<file path="config.mk">
export PLATFORM = sky130hd
export DESIGN_NAME = window_guard
export DESIGN_NICKNAME = d
export VERILOG_FILES = /design/src/rtl/window_guard_pkg.sv /design/src/rtl/window_guard_dp.sv /design/src/rtl/window_guard_ctrl.sv /design/src/rtl/window_guard.sv
export SDC_FILE = /design/constraint.sdc
export NUM_CORES = 1
export LEC_CHECK = 0
export BUFFER_PORTS_ARGS = -buffer_cell sky130_fd_sc_hd__buf_2
export CORE_AREA = 2 2 120 122
export DETAILED_ROUTE_END_ITERATION = 12
export DIE_AREA = 0 0 122 124
export PLACE_DENSITY = 0.7
export SYNTH_ARGS = -nofsm -noshare
export SYNTH_HDL_FRONTEND = slang
export SYNTH_SLANG_ARGS = --single-unit
</file>
<file path="constraint.sdc">
create_clock -name clk -period 8.2 [get_ports clk]
set_clock_uncertainty 0.1 [all_clocks]
set_input_delay 1.64 -clock clk [delete_from_list [all_inputs] [get_ports clk]]
set_output_delay 1.64 -clock clk [all_outputs]
set_load 0.1 [all_outputs]
</file>
<file path="src/rtl/window_guard_pkg.sv">
package window_guard_pkg;

  // register byte offsets; software depends on these positions
  localparam logic [7:0] OFF_KEY    = 8'h00;
  localparam logic [7:0] OFF_CTRL   = 8'h04;
  localparam logic [7:0] OFF_CFG    = 8'h08;
  localparam logic [7:0] OFF_CLOSED = 8'h0C;
  localparam logic [7:0] OFF_OPEN   = 8'h10;

  // control/status bit positions
  localparam int BIT_EN   = 0;
  localparam int BIT_SVC  = 8;
  localparam int BIT_FLAG = 16;

  localparam int NUM_WIN = 2;

  typedef enum logic [1:0] {
    PH_IDLE,
    PH_CLOSED,
    PH_OPEN,
    PH_EXPIRED
  } wgPhase_t;

  // control-to-datapath strobes
  typedef struct packed {
    logic clear;
    logic loadClosed;
    logic loadOpen;
    logic decrement;
  } wgStrobe_t;

endpackage

</file>
<file path="src/rtl/window_guard_dp.sv">
module window_guard_dp
  import window_guard_pkg::*;
#(
  parameter int CNT_W = 32
) (
  input  logic             clk,
  input  logic             rstN,
  input  wgStrobe_t        strb,
  input  logic [CNT_W-1:0] closedCnt,
  input  logic [CNT_W-1:0] openCnt,
  output logic             cntLast
);

  localparam logic [CNT_W-1:0] ONE = CNT_W'(1);

  logic [CNT_W-1:0] cntQ;

  always_ff @(posedge clk or negedge rstN) begin
    if (!rstN) begin
      cntQ <= '0;
    end else if (strb.clear) begin
      cntQ <= '0;
    end else if (strb.loadClosed) begin
      cntQ <= closedCnt;
    end else if (strb.loadOpen) begin
      cntQ <= openCnt;
    end else if (strb.decrement) begin
      cntQ <= cntQ - ONE;
    end
  end

  // a window ends on the edge where the count stands at one (or zero)
  assign cntLast = (cntQ <= ONE);

endmodule

</file>
<file path="src/rtl/window_guard_ctrl.sv">
module window_guard_ctrl
  import window_guard_pkg::*;
#(
  parameter int DATA_W = 32,
  parameter int ADDR_W = 5,
  parameter int CNT_W  = 32
) (
  input  logic              clk,
  input  logic              rstN,
  input  logic [ADDR_W-1:0] busAddr,
  input  logic              busWrEn,
  input  logic [DATA_W-1:0] busWrData,
  input  logic              cntLast,
  output wgStrobe_t         strb,
  output logic              armedQ,
  output logic              enableQ,
  output logic              svcQ,
  output logic              flagQ,
  output logic              timeoutQ,
  output logic [DATA_W-1:0] cfgQ,
  output logic [CNT_W-1:0]  closedCntQ,
  output logic [CNT_W-1:0]  openCntQ
);

  localparam logic [ADDR_W-1:0] A_KEY  = ADDR_W'(OFF_KEY);
  localparam logic [ADDR_W-1:0] A_CTRL = ADDR_W'(OFF_CTRL);
  localparam logic [ADDR_W-1:0] A_CFG  = ADDR_W'(OFF_CFG);
  localparam logic [ADDR_W-1:0] A_WIN [NUM_WIN] = '{ADDR_W'(OFF_CLOSED), ADDR_W'(OFF_OPEN)};

  wgPhase_t phaseQ, phaseNext;
  logic wrKey, wrCtrl, guarded;
  logic wantEn, enRise, disableEv, svcEv, closedZero;
  logic setFlag, setTimeout, restart;
  logic [CNT_W-1:0] winCntQ [NUM_WIN];

  assign wrKey     = busWrEn && (busAddr == A_KEY);
  assign wrCtrl    = busWrEn && (busAddr == A_CTRL);
  assign guarded   = wrCtrl && armedQ;
  assign wantEn    = busWrData[BIT_EN];
  assign enRise    = guarded && wantEn && !enableQ;
  assign disableEv = guarded && !wantEn;
  assign svcEv     = guarded && wantEn && enableQ && busWrData[BIT_SVC] && !svcQ;
  assign closedZero = (winCntQ[0] == '0);
  assign restart   = enRise || (svcEv && phaseQ == PH_OPEN);

  // one-shot key
  always_ff @(posedge clk or negedge rstN) begin
    if (!rstN) begin
      armedQ <= 1'b0;
    end else if (wrCtrl) begin
      armedQ <= 1'b0;
    end else if (wrKey) begin
      armedQ <= busWrData[0];
    end
  end

  // guarded control bits
  always_ff @(posedge clk or negedge rstN) begin
    if (!rstN) begin
      enableQ <= 1'b0;
      svcQ    <= 1'b0;
    end else if (guarded) begin
      enableQ <= wantEn;
      svcQ    <= busWrData[BIT_SVC];
    end
  end

  // window counts, held while running
  for (genvar w = 0; w < NUM_WIN; w++) begin : g_win
    always_ff @(posedge clk or negedge rstN) begin
      if (!rstN) begin
        winCntQ[w] <= '0;
      end else if (busWrEn && (busAddr == A_WIN[w]) && !enableQ) begin
        winCntQ[w] <= busWrData[CNT_W-1:0];
      end
    end
  end

  assign closedCntQ = winCntQ[0];
  assign openCntQ   = winCntQ[1];

  always_ff @(posedge clk or negedge rstN) begin
    if (!rstN) begin
      cfgQ <= '0;
    end else if (busWrEn && (busAddr == A_CFG) && !enableQ) begin
      cfgQ <= busWrData;
    end
  end

  // sequencing
  always_comb begin
    strb       = '0;
    phaseNext  = phaseQ;
    setFlag    = 1'b0;
    setTimeout = 1'b0;
    if (disableEv) begin
      strb.clear = 1'b1;
      phaseNext  = PH_IDLE;
    end else if (restart) begin
      if (closedZero) begin
        strb.loadOpen = 1'b1;
        setFlag       = 1'b1;
        phaseNext     = PH_OPEN;
      end else begin
        strb.loadClosed = 1'b1;
        phaseNext       = PH_CLOSED;
      end
    end else if (svcEv && phaseQ == PH_CLOSED) begin
      setTimeout = 1'b1;
      phaseNext  = PH_EXPIRED;
    end else begin
      unique case (phaseQ)
        PH_CLOSED: begin
          if (cntLast) begin
            strb.loadOpen = 1'b1;
            setFlag       = 1'b1;
            phaseNext     = PH_OPEN;
          end else begin
            strb.decrement = 1'b1;
          end
        end
        PH_OPEN: begin
          if (cntLast) begin
            setTimeout = 1'b1;
            phaseNext  = PH_EXPIRED;
          end else begin
            strb.decrement = 1'b1;
          end
        end
        default: ;
      endcase
    end
  end

  always_ff @(posedge clk or negedge rstN) begin
    if (!rstN) begin
      phaseQ <= PH_IDLE;
    end else begin
      phaseQ <= phaseNext;
    end
  end

  // window flag: set by the sequencer, cleared by writing one
  always_ff @(posedge clk or negedge rstN) begin
    if (!rstN) begin
      flagQ <= 1'b0;
    end else if (setFlag) begin
      flagQ <= 1'b1;
    end else if (guarded && busWrData[BIT_FLAG]) begin
      flagQ <= 1'b0;
    end
  end

  // sticky timeout
  always_ff @(posedge clk or negedge rstN) begin
    if (!rstN) begin
      timeoutQ <= 1'b0;
    end else if (disableEv) begin
      timeoutQ <= 1'b0;
    end else if (setTimeout) begin
      timeoutQ <= 1'b1;
    end
  end

endmodule

</file>
<file path="src/rtl/window_guard.sv">
module window_guard
  import window_guard_pkg::*;
#(
  parameter int DATA_W = 32,
  parameter int ADDR_W = 5,
  parameter int CNT_W  = 32
) (
  input  logic              clk,
  input  logic              rstN,
  input  logic [ADDR_W-1:0] busAddr,
  input  logic              busWrEn,
  input  logic [DATA_W-1:0] busWrData,
  output logic [DATA_W-1:0] busRdData,
  output logic              timeoutOut
);

  wgStrobe_t         strb;
  logic              cntLast;
  logic              armedQ, enableQ, svcQ, flagQ, timeoutQ;
  logic [DATA_W-1:0] cfgQ;
  logic [CNT_W-1:0]  closedCntQ, openCntQ;
  logic [DATA_W-1:0] statusWord;

  window_guard_ctrl #(
    .DATA_W(DATA_W), .ADDR_W(ADDR_W), .CNT_W(CNT_W)
  ) u_ctrl (
    .clk(clk), .rstN(rstN), .busAddr(busAddr), .busWrEn(busWrEn),
    .busWrData(busWrData), .cntLast(cntLast), .strb(strb),
    .armedQ(armedQ), .enableQ(enableQ), .svcQ(svcQ), .flagQ(flagQ),
    .timeoutQ(timeoutQ), .cfgQ(cfgQ), .closedCntQ(closedCntQ),
    .openCntQ(openCntQ)
  );

  window_guard_dp #(.CNT_W(CNT_W)) u_dp (
    .clk(clk), .rstN(rstN), .strb(strb), .closedCnt(closedCntQ),
    .openCnt(openCntQ), .cntLast(cntLast)
  );

  always_comb begin
    statusWord           = '0;
    statusWord[BIT_EN]   = enableQ;
    statusWord[BIT_SVC]  = svcQ;
    statusWord[BIT_FLAG] = flagQ;
  end

  always_comb begin
    unique case (busAddr)
      ADDR_W'(OFF_KEY):    busRdData = DATA_W'(armedQ);
      ADDR_W'(OFF_CTRL):   busRdData = statusWord;
      ADDR_W'(OFF_CFG):    busRdData = cfgQ;
      ADDR_W'(OFF_CLOSED): busRdData = DATA_W'(closedCntQ);
      ADDR_W'(OFF_OPEN):   busRdData = DATA_W'(openCntQ);
      default:             busRdData = '0;
    endcase
  end

  assign timeoutOut = timeoutQ;

endmodule

</file>
== Word-level counts from Yosys, hierarchy flattened ==
Cells that the tools add are included.

* Output and inout bits: 33
* Flip-flop bits (word level): 135
* Input port bits: 40
* Word-level logic and storage cells: 88

* Multiplexer cells: 37
* $add $sub $neg: 1
* Order comparisons: 1
* Equality and inequality tests: 8
* Reductions and logical operators: 31

{| class="wikitable"
|+ Operators with widths
! cell !! count
|-
| 32-bit one-hot mux with 5 select lines || 1
|-
| 32-bit two-way mux || 4
|-
| 32-bit by 1-bit <= comparator with 1-bit output (second input constant) || 1
|-
| 32-bit logical NOT || 1
|-
| 32-bit by 1-bit subtractor with 32-bit output (second input constant) || 1
|-
| 1-bit two-way mux || 23
|-
| 1-bit logical AND || 18
|-
| 2-bit two-way mux || 7
|-
| 5-bit by 4-bit equality test with 1-bit output (second input constant) || 2
|-
| 5-bit by 3-bit != test with 1-bit output (second input constant) || 2
|-
| 2-bit nonzero test || 3
|-
| 5-bit by 3-bit equality test with 1-bit output (second input constant) || 1
|-
| 5-bit equality test (second input constant) || 1
|-
| 5-bit logical NOT || 1
|-
| 5-bit nonzero test || 1
|-
| 2-bit one-hot mux with 2 select lines || 1
|-
| 4-bit nonzero test || 1
|-
| 1-bit logical NOT || 3
|-
| 3-bit two-way mux || 1
|-
| 3-bit AND reduction || 1
|-
| 2-bit by 1-bit equality test with 1-bit output (second input constant) || 1
|-
| 2-bit equality test (second input constant) || 1
|-
| 2-bit OR reduction || 1
|-
| 1-bit logical OR || 1
|}

== Longest topological paths before layout ==
* Depth after elaboration: 15
* Gate-level depth with buffers: 11
* Gate-level depth less buffers: 9

== By module ==
From an unflattened synthesis, not the netlist that was laid out.

* Cell total of the unflattened synthesis: 685
* Area, all modules: 7,433.4 um^2

{| class="wikitable"
|+ Modules (own cells, without submodules)
! module !! sequential area each (um^2) !! times used !! cells each !! area an instance (um^2)
|-
| window_guard_ctrl || 2,577.5 || 1 || 277 || 4,162.7
|-
| window_guard_dp || 800.8 || 1 || 316 || 2,549.9
|-
| window_guard || 0.0 || 1 || 92 || 720.7
|}

== Least setup slack after synthesis ==
OpenSTA, ideal clock, no wires.

* Path kind: input to output
* From: input busAddr[3]
* To: output busRdData[10]
* Data arrival time: 4,824 ps
* Cell stages on the path: 5
* Setup slack: 1,636 ps
* Required time: 6,460 ps
* Buffers on the path: 3
* Cell sequence: buf_2 -> or4b_2 -> clkbuf_1 -> clkbuf_1 -> o21ai_0

* Word-level cells in the longest chain between the ends: 2
* Elaborated cells on any way between the ends: 6
* Those cells by class: 4 x eq/ne; 1 x mux; 1 x reduce/logical

{| class="wikitable"
|+ RTL lines
! what !! RTL line !! text
|-
| from (decl) || window_guard.sv:10 || <nowiki>input logic [ADDR_W-1:0] busAddr,</nowiki>
|-
| 5-bit equality test, or another cell as far along || window_guard.sv:47 || <nowiki>unique case (busAddr)</nowiki>
|-
| 32-bit one-hot mux with 5 select lines * || window_guard.sv:47 ||
|-
| to (decl) || window_guard.sv:13 || <nowiki>output logic [DATA_W-1:0] busRdData,</nowiki>
|}

Every way passes the cells marked *; elsewhere a longest branch is shown, timed or not.

== Final worst setup path ==
* From: input busAddr[2]
* To: output busRdData[8]

The elaborated chain is that of the path after synthesis.

==> results.md <==
Critical path:
- The type of element capturing the critical path is an output pin.
- The worst register-to-register path ends at u_dp.cntQ[29].
- Setup slack on the worst reg-to-reg path comes out at 4.67 ns.
- Of all nets on the critical path, the largest fanout is 40.
- The cell with the largest stage delay on the worst path is sky130_fd_sc_hd__buf_2.
- The required arrival time at the worst endpoint is 6.46 ns.
- The critical path is of the input port to output pin type.
- The data arrival time of the critical path is 3.75 ns.
- The worst flop-to-flop path startpoint is u_dp.cntQ[10].
- On the critical path the largest part of the delay comes from buffers and inverters.
- Traced cell by cell, the critical path runs through buf_2 -> nor4_1 -> and2_1 -> buf_4 -> a32oi_1 -> o21ai_0 -> buf_2.
- By instance count, the cell type seen most on the critical path is sky130_fd_sc_hd__buf_2.
- The worst path buffer plus inverter count is 3.
- The startpoint type of the worst setup path is an input port.
- The path depth of the worst reg2reg path is 7.
- On the worst path, the slowest cell contributes a delay of slightly below 0.9 ns.

Global route:
- The number of global-route vias before repair was approximately 6000.
- The maximum number of pins on one net before global-route repair is 90.
- The global-route wire length before repair is 32300 um.
- The total overflow left after global routing is 0.
- The total global routing track utilization is 0.281.
- The initial antenna violation count is 0.

Pwr:
- The leakage dissipation is around 4 nW.
- The peak supply drop is 0.000125 V.
- Dividing total power by cell area gives a power density of 222 nW/um2.

STA:
- The actual slew at the worst max-slew pin is ~1.2 ns.
- The final worst-path cycle share is 0.670.
- The final critical path time including I/O delays and setup is between 5 and 6 ns.
- In the final timing run, aggregate negative setup slack is 0 ns.
- The relative slew slack is 0.194.
- The fmax is roughly 180 MHz.
- The final setup violation count is 0.
- The worst hold slack across all endpoints is 0.385 ns.
- The minimum setup slack in the final design is about 2.7 ns.
- Setup repair after global routing left no endpoint under its margin.
- The max-slew violation count came to 0.
- The final hold violation count came to 0.

Outcome:
- The run finished with clean final reports.

Routing:
- The total via count in the routed design is between 6000 and 7000.
- The detailed-route vias per instance is approximately 6.3.
- The initial DRC count is 497.
- The overall routed net length is about 20000 um.
- The number of routed nets with antenna violations is 0.
- The average wire per cell in the routed design is 20.5 um.
- The number of remaining DRC errors is 0.
- The first-pass detailed-route iteration total is 5.

Placement:
- Timing analysis after detailed placement gives a worst setup slack of roughly 2.7 ns.
- The count of buffers added on input and output ports is between 70 and 80.
- The placed instances occupy a cell area of 7780 um2.
- The congestion estimate from routability-driven global placement came to a little over 0.9.
- Detailed placement finished with a half-perimeter wire length of 13300 um.

Clock tree:
- Clock-pin slew was measured on the worst setup and hold paths at approximately 0.06 ns.
- The tree built by TritonCTS fans out to 135 sinks.
- TritonCTS built the clock tree.
- Counting along the longest clock path gives a buffer depth of 2.
- The number of buffers created by CTS is 17.
- The insertion delay to the later sink of the worst-skew pair is around 0.42 ns.
- In this run, post-CTS hold repair placed 0 buffers.
- In this run the number of H-tree levels came out at 4.
- The count of buffers added by post-CTS timing repair for setup is 0.
- The number of cells upsized or downsized after cts is 0.
- The root buffer cell chosen for the clock tree is sky130_fd_sc_hd__clkbuf_16.

Logic synthesis:
- The number of standard cells after synthesis is ~700.
- The number of different library cells used by synthesis comes to 67.
- The most used flip-flop cell after synthesis is sky130_fd_sc_hd__dfrtp_1.
- The warning count from the yosys run is 0.
- The share of Yosys cell area claimed by the top area cell type is 0.461.
- Of all cell types, the one taking the most synthesized area is sky130_fd_sc_hd__dfrtp_1.
- The number of enable flip-flop cells after synthesis is 0.
- By area the synthesized netlist is led by sky130_fd_sc_hd__dfrtp_1 46%, sky130_fd_sc_hd__mux2_2 15%, sky130_fd_sc_hd__mux2i_1 5.1%.
- A synthesized cell averages around 10 um2.
- Counting flops with an async set or reset pin after synthesis yields a share of 1.00.
- Summing every instance area after synthesis gives around 7300 um2.
- The synthesized design contains about 140 register bits.
- For this run, the register share of the synthesized area comes to 0.461.
- The number of nets in the synthesized netlist is ~750.

Floorplan:
- The floorplan step set the die height to 124 um.
- The die area is between 15000 and 20000 um2.
- The die is between 100 and 150 um wide.
- The number of I/O pins is 73.
- Row generation in the floorplan step produced 43 rows.
- The core area is around 14000 um2.
- The initial standard-cell utilization of the core is 0.534.

Layout:
- The share of final-layout standard cells stronger than drive strength 1 is 0.299.
- At the end of the flow, the number of nets in the layout was 811.
- 0 antenna diodes ended up in the layout.
- After filler insertion, the fill cell instance count of the layout stands at about 1200.
- The signed area change from the synthesized netlist to the final layout is 14.7%.
- The core occupancy in the finished layout is 0.612.
- After routing the design area is about 8400 um2.

Min path:
- The startpoint of the worst hold path is u_ctrl.flagQ.
- The sink of the worst hold path is u_ctrl.flagQ.
- The cell depth of the worst hold path is 2.
- The min-delay analysis places its worst path in the category flip-flop to flip-flop.

Job:
- Across the run, the number of max-cap violations was 0.
## stage by stage
stage | cells | power [mW]
floorplan | 707 | 0.989
global placement | 927 | 1.06
detailed placement | 927 | 1.07
CTS | 959 | 1.87
global route | 959 | 1.94
finish | 959 | 1.86
## layer usage
layer / up-vias / wire (um) / global-route usage
met1: 3037 / 8600 / 0.376
met3: 27 / 1150 / 0.0600
met4: 0 / 310 / 0.0941
met2: 205 / 9630 / 0.460
met5: - / 0 / 0
li1: 2747 / - / -
## layout by cell type (no fill, tap or decap), types with 3 or more instances in the layout
| master | n |
|---|---|
| sky130_fd_sc_hd__buf_2 | 71 |
| sky130_fd_sc_hd__mux2i_1 | 37 |
| sky130_fd_sc_hd__and4_1 | 4 |
| sky130_fd_sc_hd__nor2_1 | 26 |
| sky130_fd_sc_hd__nand3_1 | 7 |
| sky130_fd_sc_hd__a31oi_1 | 18 |
| sky130_fd_sc_hd__or3_1 | 9 |
| sky130_fd_sc_hd__nor3_1 | 15 |
| sky130_fd_sc_hd__clkbuf_8 | 5 |
| sky130_fd_sc_hd__o21ai_0 | 66 |
| sky130_fd_sc_hd__nor3_2 | 5 |
| sky130_fd_sc_hd__or4_1 | 8 |
| sky130_fd_sc_hd__a21oi_2 | 3 |
| sky130_fd_sc_hd__o22ai_1 | 8 |
| sky130_fd_sc_hd__mux2_2 | 97 |
| sky130_fd_sc_hd__nand4_1 | 4 |
| sky130_fd_sc_hd__dfrtp_1 | 135 |
| sky130_fd_sc_hd__o31ai_1 | 3 |
| sky130_fd_sc_hd__o21ai_1 | 7 |
| sky130_fd_sc_hd__ha_1 | 5 |
| sky130_fd_sc_hd__nor4_1 | 12 |
| sky130_fd_sc_hd__nand2_1 | 80 |
| sky130_fd_sc_hd__bufinv_16 | 3 |
| sky130_fd_sc_hd__clkbuf_16 | 17 |
| sky130_fd_sc_hd__buf_4 | 9 |
| sky130_fd_sc_hd__inv_1 | 10 |
| sky130_fd_sc_hd__xnor2_1 | 5 |
| sky130_fd_sc_hd__clkinv_2 | 4 |
| sky130_fd_sc_hd__a22oi_1 | 5 |
| sky130_fd_sc_hd__a21o_1 | 5 |
| sky130_fd_sc_hd__o211ai_1 | 4 |
| sky130_fd_sc_hd__xor2_1 | 5 |
| sky130_fd_sc_hd__a21oi_1 | 40 |
## where the power goes
| part | total (mW) | internal [mW] | switching (mW) |
|---|---|---|---|
| clock | 0.798 | 0.516 | 0.282 |
| combinational | 0.295 | 0.108 | 0.188 |
| sequential | 0.771 | 0.714 | 0.0567 |
| total | 1.86 | 1.34 | 0.526 |
## flip-flops by register name, indices dropped and copies added (netlist names)
signal / count
u_ctrl.armedQ: 1
u_ctrl.cfgQ: 32
u_ctrl.closedCntQ: 32
u_ctrl.enableQ: 1
u_ctrl.flagQ: 1
u_ctrl.openCntQ: 32
u_ctrl.phaseQ: 2
u_ctrl.svcQ: 1
u_ctrl.timeoutQ: 1
u_dp.cntQ: 32
## worst reg2reg max path, delay by kind of cell, from the launching register on
family	cells	cell delay, ns
DFF	1	0.43
AOI/OAI and AO/OA	2	0.49
and+or+nand+nor	5	2.43
## Yosys cell counts, types with 3 or more instances
master / instances
sky130_fd_sc_hd__nor4_1: 12
sky130_fd_sc_hd__o31ai_1: 3
sky130_fd_sc_hd__buf_1: 4
sky130_fd_sc_hd__xnor2_1: 5
sky130_fd_sc_hd__and4_1: 4
sky130_fd_sc_hd__nand3_1: 7
sky130_fd_sc_hd__a21oi_2: 3
sky130_fd_sc_hd__buf_6: 4
sky130_fd_sc_hd__o21ai_1: 6
sky130_fd_sc_hd__nor2_1: 26
sky130_fd_sc_hd__o22ai_1: 8
sky130_fd_sc_hd__a31oi_1: 19
sky130_fd_sc_hd__a21o_1: 5
sky130_fd_sc_hd__inv_1: 10
sky130_fd_sc_hd__ha_1: 5
sky130_fd_sc_hd__a22oi_1: 5
sky130_fd_sc_hd__buf_2: 10
sky130_fd_sc_hd__nor3_1: 16
sky130_fd_sc_hd__or3_1: 9
sky130_fd_sc_hd__dfrtp_1: 135
sky130_fd_sc_hd__xor2_1: 5
sky130_fd_sc_hd__nor3_2: 4
sky130_fd_sc_hd__o211ai_1: 4
sky130_fd_sc_hd__nand4_1: 4
sky130_fd_sc_hd__mux2i_1: 37
sky130_fd_sc_hd__or4_1: 8
sky130_fd_sc_hd__nand2_1: 80
sky130_fd_sc_hd__o21ai_0: 67
sky130_fd_sc_hd__mux2_2: 97
sky130_fd_sc_hd__clkbuf_1: 21
sky130_fd_sc_hd__a21oi_1: 40
## cell type report
type	instances	area (um2)	share of cell area
multi-input combinational	521	3710	0.441
tap	180	225	0.0268
clock inverter	8	118	0.0140
clock buffer	24	502	0.0597
sequential	135	3380	0.402
timing repair buffer	81	434	0.0517
inverter	10	37.5	0.00447
## worst max-delay path by stage
stage | start | cells past startpoint | slack, ns | endpoint
finish | busAddr[2] | 7 | 2.71 | busRdData[8]
global route | busAddr[2] | 7 | 2.59 | busRdData[16]
CTS | busAddr[2] | 7 | 2.70 | busRdData[8]
floorplan | busAddr[3] | 5 | 1.64 | busRdData[10]
detailed placement | busAddr[2] | 7 | 2.71 | busRdData[8]
global placement | busAddr[2] | 7 | 2.75 | busRdData[8]
## kinds of logic (layout without fill, tap and decap cells)
logic type	count (synthesis)	in the layout	share of synthesized area
compound gates	181	181	0.150
xor+xnor	10	10	0.0120
fa+ha+maj	5	5	0.00854
buf+inv	51	123	0.0338
flops	135	135	0.461
mux	134	134	0.200
simple gates	191	191	0.134
No activity file was read; power rests on OpenSTA's default activity.
